**src/rtl/tbf_pkg.sv**
```systemverilog
package tbf_pkg;

    // bits needed to index n entries, at least one
    function automatic int idx_bits(input int n);
        return (n <= 2) ? 1 : $clog2(n);
    endfunction

    // bits needed to count from 0 up to n inclusive
    function automatic int cnt_bits(input int n);
        return (n < 1) ? 1 : $clog2(n + 1);
    endfunction

endpackage

```
**src/rtl/tbf_coef_bank.sv**
```systemverilog
module tbf_coef_bank #(
    parameter int TAPS  = 6,
    parameter int CW    = 8,
    parameter int ADDRW = 3
) (
    input  logic                 clk,
    input  logic                 rst_n,
    input  logic                 wr_en,
    input  logic [ADDRW-1:0]     wr_addr,
    input  logic [CW-1:0]        wr_data,
    output logic [TAPS*CW-1:0]   taps
);

    typedef struct packed {
        logic [TAPS*CW-1:0] h;
    } bank_t;

    bank_t bank_d, bank_q;

    always_comb begin
        bank_d = bank_q;
        for (int i = 0; i < TAPS; i++) begin
            if (wr_en && (int'(wr_addr) == i)) begin
                bank_d.h[i*CW +: CW] = wr_data;
            end
        end
    end

    always_ff @(posedge clk or negedge rst_n) begin
        if (!rst_n) begin
            bank_q <= '0;
        end else begin
            bank_q <= bank_d;
        end
    end

    assign taps = bank_q.h;

    AST_COEF_OOR_IGNORED: assert property (@(posedge clk) disable iff (!rst_n)
        (wr_en && (int'(wr_addr) >= TAPS)) |=> $stable(taps));

    AST_COEF_IDLE_HOLD: assert property (@(posedge clk) disable iff (!rst_n)
        !wr_en |=> $stable(taps));

endmodule

```
**src/rtl/tbf_hist.sv**
```systemverilog
module tbf_hist #(
    parameter int LANES = 2,
    parameter int DW    = 8
) (
    input  logic                     clk,
    input  logic                     rst_n,
    input  logic                     adv,
    input  logic [LANES*DW-1:0]      cur,
    output logic [(LANES-1)*DW-1:0]  prev
);

    localparam int KEEP = LANES - 1;

    typedef struct packed {
        logic [KEEP*DW-1:0] s;
    } hist_t;

    hist_t hist_d, hist_q;

    always_comb begin
        hist_d = hist_q;
        if (adv) begin
            // the newest KEEP lanes are the ones the next window reaches back to
            hist_d.s = cur[KEEP*DW-1:0];
        end
    end

    always_ff @(posedge clk or negedge rst_n) begin
        if (!rst_n) begin
            hist_q <= '0;
        end else begin
            hist_q <= hist_d;
        end
    end

    assign prev = hist_q.s;

    AST_HIST_FROZEN: assert property (@(posedge clk) disable iff (!rst_n)
        !adv |=> $stable(prev));

    AST_HIST_CAPTURE: assert property (@(posedge clk) disable iff (!rst_n)
        adv |=> (prev == $past(cur[KEEP*DW-1:0])));

endmodule

```
**src/rtl/tbf_tblk.sv**
```systemverilog
module tbf_tblk #(
    parameter int LANES = 2,
    parameter int DW    = 8,
    parameter int CW    = 8,
    parameter int AW    = 20
) (
    input  logic                        clk,
    input  logic                        rst_n,
    input  logic                        en,
    input  logic [(2*LANES-1)*DW-1:0]   win,
    input  logic [LANES*CW-1:0]         coef,
    input  logic [LANES*AW-1:0]         psum_in,
    output logic [LANES*AW-1:0]         psum_q
);

    localparam int PW = DW + CW;
    localparam int XW = AW - PW;

    typedef struct packed {
        logic [LANES*AW-1:0] ps;
    } stage_t;

    stage_t stg_d, stg_q;

    logic signed [AW-1:0] acc;
    logic signed [PW-1:0] prod;

    // row j pairs tap k with window entry j+k (entry 0 = newest sample)
    always_comb begin
        stg_d = stg_q;
        acc   = '0;
        prod  = '0;
        if (en) begin
            for (int j = 0; j < LANES; j++) begin
                acc = $signed(psum_in[j*AW +: AW]);
                for (int k = 0; k < LANES; k++) begin
                    prod = $signed(win[(j+k)*DW +: DW]) * $signed(coef[k*CW +: CW]);
                    acc  = acc + $signed({{XW{prod[PW-1]}}, prod});
                end
                stg_d.ps[j*AW +: AW] = acc;
            end
        end
    end

    always_ff @(posedge clk or negedge rst_n) begin
        if (!rst_n) begin
            stg_q <= '0;
        end else begin
            stg_q <= stg_d;
        end
    end

    assign psum_q = stg_q.ps;

    AST_PSUM_FROZEN: assert property (@(posedge clk) disable iff (!rst_n)
        !en |=> $stable(psum_q));

    AST_ZERO_TAPS_PASS: assert property (@(posedge clk) disable iff (!rst_n)
        (en && (coef == '0)) |=> (psum_q == $past(psum_in)));

endmodule

```
**src/rtl/tbf_filter.sv**
```systemverilog
module tbf_filter
    import tbf_pkg::*;
#(
    parameter int LANES = 2,
    parameter int NBLK  = 3,
    parameter int DW    = 8,
    parameter int CW    = 8,
    parameter int AW    = 20,
    parameter int ADDRW = idx_bits(LANES * NBLK)
) (
    input  logic                   clk,
    input  logic                   rst_n,
    input  logic                   coef_we,
    input  logic [ADDRW-1:0]       coef_addr,
    input  logic [CW-1:0]          coef_data,
    input  logic                   in_valid,
    input  logic [LANES*DW-1:0]    x_blk,
    output logic                   out_valid,
    output logic [LANES*AW-1:0]    y_blk
);

    localparam int TAPS = LANES * NBLK;
    localparam int WINW = (2 * LANES - 1) * DW;
    localparam int FW   = cnt_bits(NBLK);

    typedef struct packed {
        logic [FW-1:0] fill;
        logic          vld;
    } flow_t;

    flow_t flow_d, flow_q;

    logic [TAPS*CW-1:0]  taps;
    logic [WINW-1:0]     win;
    logic [LANES*AW-1:0] chain [0:NBLK];

    tbf_coef_bank #(
        .TAPS  (TAPS),
        .CW    (CW),
        .ADDRW (ADDRW)
    ) u_bank (
        .clk     (clk),
        .rst_n   (rst_n),
        .wr_en   (coef_we),
        .wr_addr (coef_addr),
        .wr_data (coef_data),
        .taps    (taps)
    );

    generate
        if (LANES > 1) begin : g_hist
            logic [(LANES-1)*DW-1:0] prev;
            tbf_hist #(
                .LANES (LANES),
                .DW    (DW)
            ) u_hist (
                .clk   (clk),
                .rst_n (rst_n),
                .adv   (in_valid),
                .cur   (x_blk),
                .prev  (prev)
            );
            assign win = {prev, x_blk};
        end else begin : g_nohist
            assign win = x_blk;
        end
    endgenerate

    assign chain[NBLK] = '0;

    generate
        for (genvar m = 0; m < NBLK; m++) begin : g_stage
            tbf_tblk #(
                .LANES (LANES),
                .DW    (DW),
                .CW    (CW),
                .AW    (AW)
            ) u_tblk (
                .clk     (clk),
                .rst_n   (rst_n),
                .en      (in_valid),
                .win     (win),
                .coef    (taps[m*LANES*CW +: LANES*CW]),
                .psum_in (chain[m+1]),
                .psum_q  (chain[m])
            );
        end
    endgenerate

    always_comb begin
        flow_d     = flow_q;
        flow_d.vld = in_valid && (flow_q.fill >= FW'(NBLK - 1));
        if (in_valid && (flow_q.fill < FW'(NBLK))) begin
            flow_d.fill = flow_q.fill + FW'(1);
        end
    end

    always_ff @(posedge clk or negedge rst_n) begin
        if (!rst_n) begin
            flow_q <= '0;
        end else begin
            flow_q <= flow_d;
        end
    end

    assign out_valid = flow_q.vld;
    assign y_blk     = chain[0];

    AST_VALID_ONLY_PRIMED: assert property (@(posedge clk) disable iff (!rst_n)
        out_valid |-> (flow_q.fill == FW'(NBLK)));

    AST_NO_VALID_WHEN_IDLE: assert property (@(posedge clk) disable iff (!rst_n)
        !in_valid |=> !out_valid);

    AST_OUTPUT_HELD_IDLE: assert property (@(posedge clk) disable iff (!rst_n)
        !in_valid |=> $stable(y_blk));

    AST_PRIMED_FLOWS: assert property (@(posedge clk) disable iff (!rst_n)
        (in_valid && (flow_q.fill == FW'(NBLK))) |=> out_valid);

endmodule

```
**config.mk**
```make
export PLATFORM = sky130hd
export DESIGN_NAME = tbf_filter
export DESIGN_NICKNAME = d
export VERILOG_FILES = /design/src/rtl/tbf_pkg.sv /design/src/rtl/tbf_coef_bank.sv /design/src/rtl/tbf_hist.sv /design/src/rtl/tbf_tblk.sv /design/src/rtl/tbf_filter.sv
export SDC_FILE = /design/constraint.sdc
export NUM_CORES = 2
export LEC_CHECK = 0
export ABC_AREA = 1
export ABC_CLOCK_PERIOD_IN_PS = 6000
export BUFFER_PORTS_ARGS = -buffer_cell sky130_fd_sc_hd__buf_2
export CORE_ASPECT_RATIO = 1.5
export CORE_UTILIZATION = 37
export DETAILED_ROUTE_END_ITERATION = 6
export PLACE_DENSITY = 0.55
export SYNTH_ARGS = -nofsm -noshare
export SYNTH_HDL_FRONTEND = slang
export SYNTH_SLANG_ARGS = --single-unit
```
**constraint.sdc**
```tcl
create_clock -name clk -period 6 [get_ports clk]
set_input_delay 0.3 -clock clk [delete_from_list [all_inputs] [get_ports clk]]
set_output_delay 0.3 -clock clk [all_outputs]
set_load 0.02 [all_outputs]
```
==> results.tsv <==
stage	metric	value	unit
status	status	complete, no violations	
timing	final hold violations	0	
timing	worst-margin pin slew	0.9332	ns
timing	setup_tns	0	ns
route	routed vias/inst	4.652	
worst_setup_path	crit path kind	reg -> reg	
hold_path	worst min path class	in -> reg	
clocking	Num CTS Buffers	17	
worst_setup_path	Max FO, Critical Path	11	
clocking	H-Tree Depth	4	
timing	Max-Slew Margin vs Limit	37.79	%
placed_design	IO buf count	71	
grt	first-pass GRT wire length	207600	um
hold_path	hold path startpoint	in_valid	
route	mean routed wirelength per cell	16.91	um
route	First-pass DRT Iterations	5	
cells_and_area	layout cells sized above 1	5.813	%
route	DR iter-0 viols	1570	
clocking	clk sink count	173	
die	overall die width	291.5	um
yosys	Synth Instances	5787	
yosys	Synth Area per Inst	8.035	um^2
clocking	Clk pin slew, worst setup/hold paths	0.08	ns
worst_setup_path	Critical Path End Type	register	
yosys	Post-synth EDFFs	0	
clocking	worst skew pair latency	0.55	ns
worst_setup_path	Critical Path Source Type	register	
die	Die Y-Extent	436.2	um
die	io pins	72	
cells_and_area	synthesis-to-finish area growth	7.596	%
timing	skew final	0.02144	ns
yosys	register bit total from synthesis	173	
route	# DRC	0	
route	vias	34580	
die	num rows	158	
grt	initial antenna violation count	3	
cells_and_area	commonest cells after routing, fill and taps aside	inv_1 (1858), nand2_1 (1345), fa_1 (973)	
grt	largest net degree at the start of global routing	128	
worst_setup_path	Reg2Reg Launch Point	u_bank.taps[3]	
cells_and_area	most common cell after layout, fill and taps aside	inv_1	
die	Core Area	124100	um^2
placed_design	hpwl dp	108300	um
worst_setup_path	CP required	6.43	ns
yosys	ys flop type	dfrtp_1	
timing	fmax	173.6	MHz
yosys	distinct cell type count after synthesis	40	
grt	grt ovf	0	
yosys	synthesized area	46500	um^2
timing	period utilization	96.03	%
worst_setup_path	Crit path arrival time	6.19	ns
grt	vias in the first global route	38580	
route	drt total wl	125700	um
clocking	clock buffer depth	2	
timing	unrepaired setup endpoints after global routing	no	
cells_and_area	Core Util, Final	40.30	%
grt	gr usage total	21.19	%
timing	# setup viols final	0	
yosys	syn_nets	7240	
route	Antenna Nets Post-Route	0	
clocking	clock root buffer master	clkbuf_16	
yosys	sequential element share of the synthesized area	9.310	%
die	initial core utilization	37.45	%
die	die footprint	127100	um^2
cells_and_area	final net count	7272	
clocking	TritonCTS clock tree	built	
timing	Slew Limit Fails	0	
timing	fin crit period	5.762	ns
yosys	post-synthesis async set-or-reset flop share	100.0	%
placed_design	routability cong.	0.9193	
worst_setup_path	Setup crit start	u_bank.taps[3]	
job	Max-cap violations	0	
yosys	Ys Warns	0	
cell usage after synthesis (4+ instances only):
library cell / number / area, um^2
a31oi_1: 10 / 62.56
fa_1: 976 / 19540
nand3b_1: 31 / 232.7
or2_1: 13 / 81.33
ha_1: 446 / 5580
o21ai_1: 8 / 40.04
nand2_2: 4 / 25.02
nand3_1: 129 / 645.6
o21ai_0: 137 / 685.7
or2_2: 11 / 68.82
a21o_1: 4 / 30.03
nor2_1: 185 / 694.4
buf_2: 8 / 40.04
clkbuf_1: 180 / 675.7
inv_1: 1861 / 6985
a21oi_1: 102 / 510.5
xnor2_1: 38 / 332.8
buf_1: 16 / 60.06
dfrtp_1: 173 / 4329
nand2_1: 1346 / 5052
xor2_1: 15 / 131.4
a21oi_2: 5 / 43.79
buf_4: 43 / 322.8
nand4_1: 16 / 100.1
critical path, cell delays in order (launching register included):
cell and delay, ns:
dfrtp_1 0.70, buf_4 0.26, nand2_1 0.08, fa_1 0.50
inv_1 0.06, fa_1 0.56, fa_1 0.46, fa_1 0.47
fa_1 0.49, inv_1 0.05, fa_1 0.53, inv_1 0.06
ha_1 0.34, a21oi_1 0.30, o21ai_0 0.17, a21oi_1 0.15
nand2_1 0.13, or2_0 0.22, nand3_1 0.07, nand2_1 0.06
per-layer routing:
metal  track usage [%]  up-vias  wire length (um)
met4             9.635        0              6004
li1                  -    16330                 -
met1             23.80    17390             47610
met5                 0        -                 0
met2             40.24      647             68840
met3             1.722      208              3237
kinds of logic after synthesis:
family / Yosys count / synth area share (%)
buffers and inverters: 2110 / 17.40
AND/OR/NAND/NOR: 1748 / 15.03
adder cells (fa/ha/maj): 1422 / 54.02
AO/OA/AOI/OAI: 281 / 3.240
flip-flops: 173 / 9.310
XOR/XNOR: 53 / 0.9983
stage by stage:
stage          hold slack, ns  std cells  cell area, um^2  setup WS (ns)
3_3_place_gp           0.2738       7391            49310        0.02714
5_1_grt                0.2064       7433            50030       0.003475
2_1_floorplan        0.004409       5787            46500         0.4431
3_5_place_dp           0.2727       7391            49310        0.04259
4_1_cts                0.1709       7424            49930         0.1707
6_report               0.1907       7433            50030         0.2383
timing repair:
action                                 CTS  global route
resized for setup                        0            17
setup endpoints to repair                0            10
endpoints found under the hold margin   46             0
hold buffers                             1             0
setup buffers                            0             8
registers in the layout, summed over array words and instances, names as in the netlist:
register               cells
flow_q                     2
g_hist.u_hist.prev         8
g_stage.u_tblk.psum_q    114
out_valid                  1
u_bank.taps               48
cell type report:
| class | count | area, um^2 |
|---|---|---|
| clock inverters | 14 | 172.7 |
| multi-input cells | 3504 | 34090 |
| clock buffers | 18 | 439.2 |
| inverters | 1863 | 7007 |
| diodes | 1 | 2.502 |
| fillers | 12720 | 74120 |
| repair buffers | 260 | 1976 |
| well taps | 1600 | 2002 |
| flip-flops and latches | 173 | 4340 |
path summary, 6_finish.rpt:
path,end,slack (ns),depth (start not counted)
max,g_stage[0].u_tblk.psum_q[33],0.24,19
max reg2reg,g_stage[0].u_tblk.psum_q[33],0.24,19
min,g_stage[0].u_tblk.psum_q[2],0.19,3
min in group asynchronous,flow_q[2],0.26,2
min reg2reg,g_stage[0].u_tblk.psum_q[22],0.48,2
max in group asynchronous,u_bank.taps[11],4.49,3
Power is not shown: default switching activity piles up to over one toggle a cycle in this logic, so the estimate is an artifact.
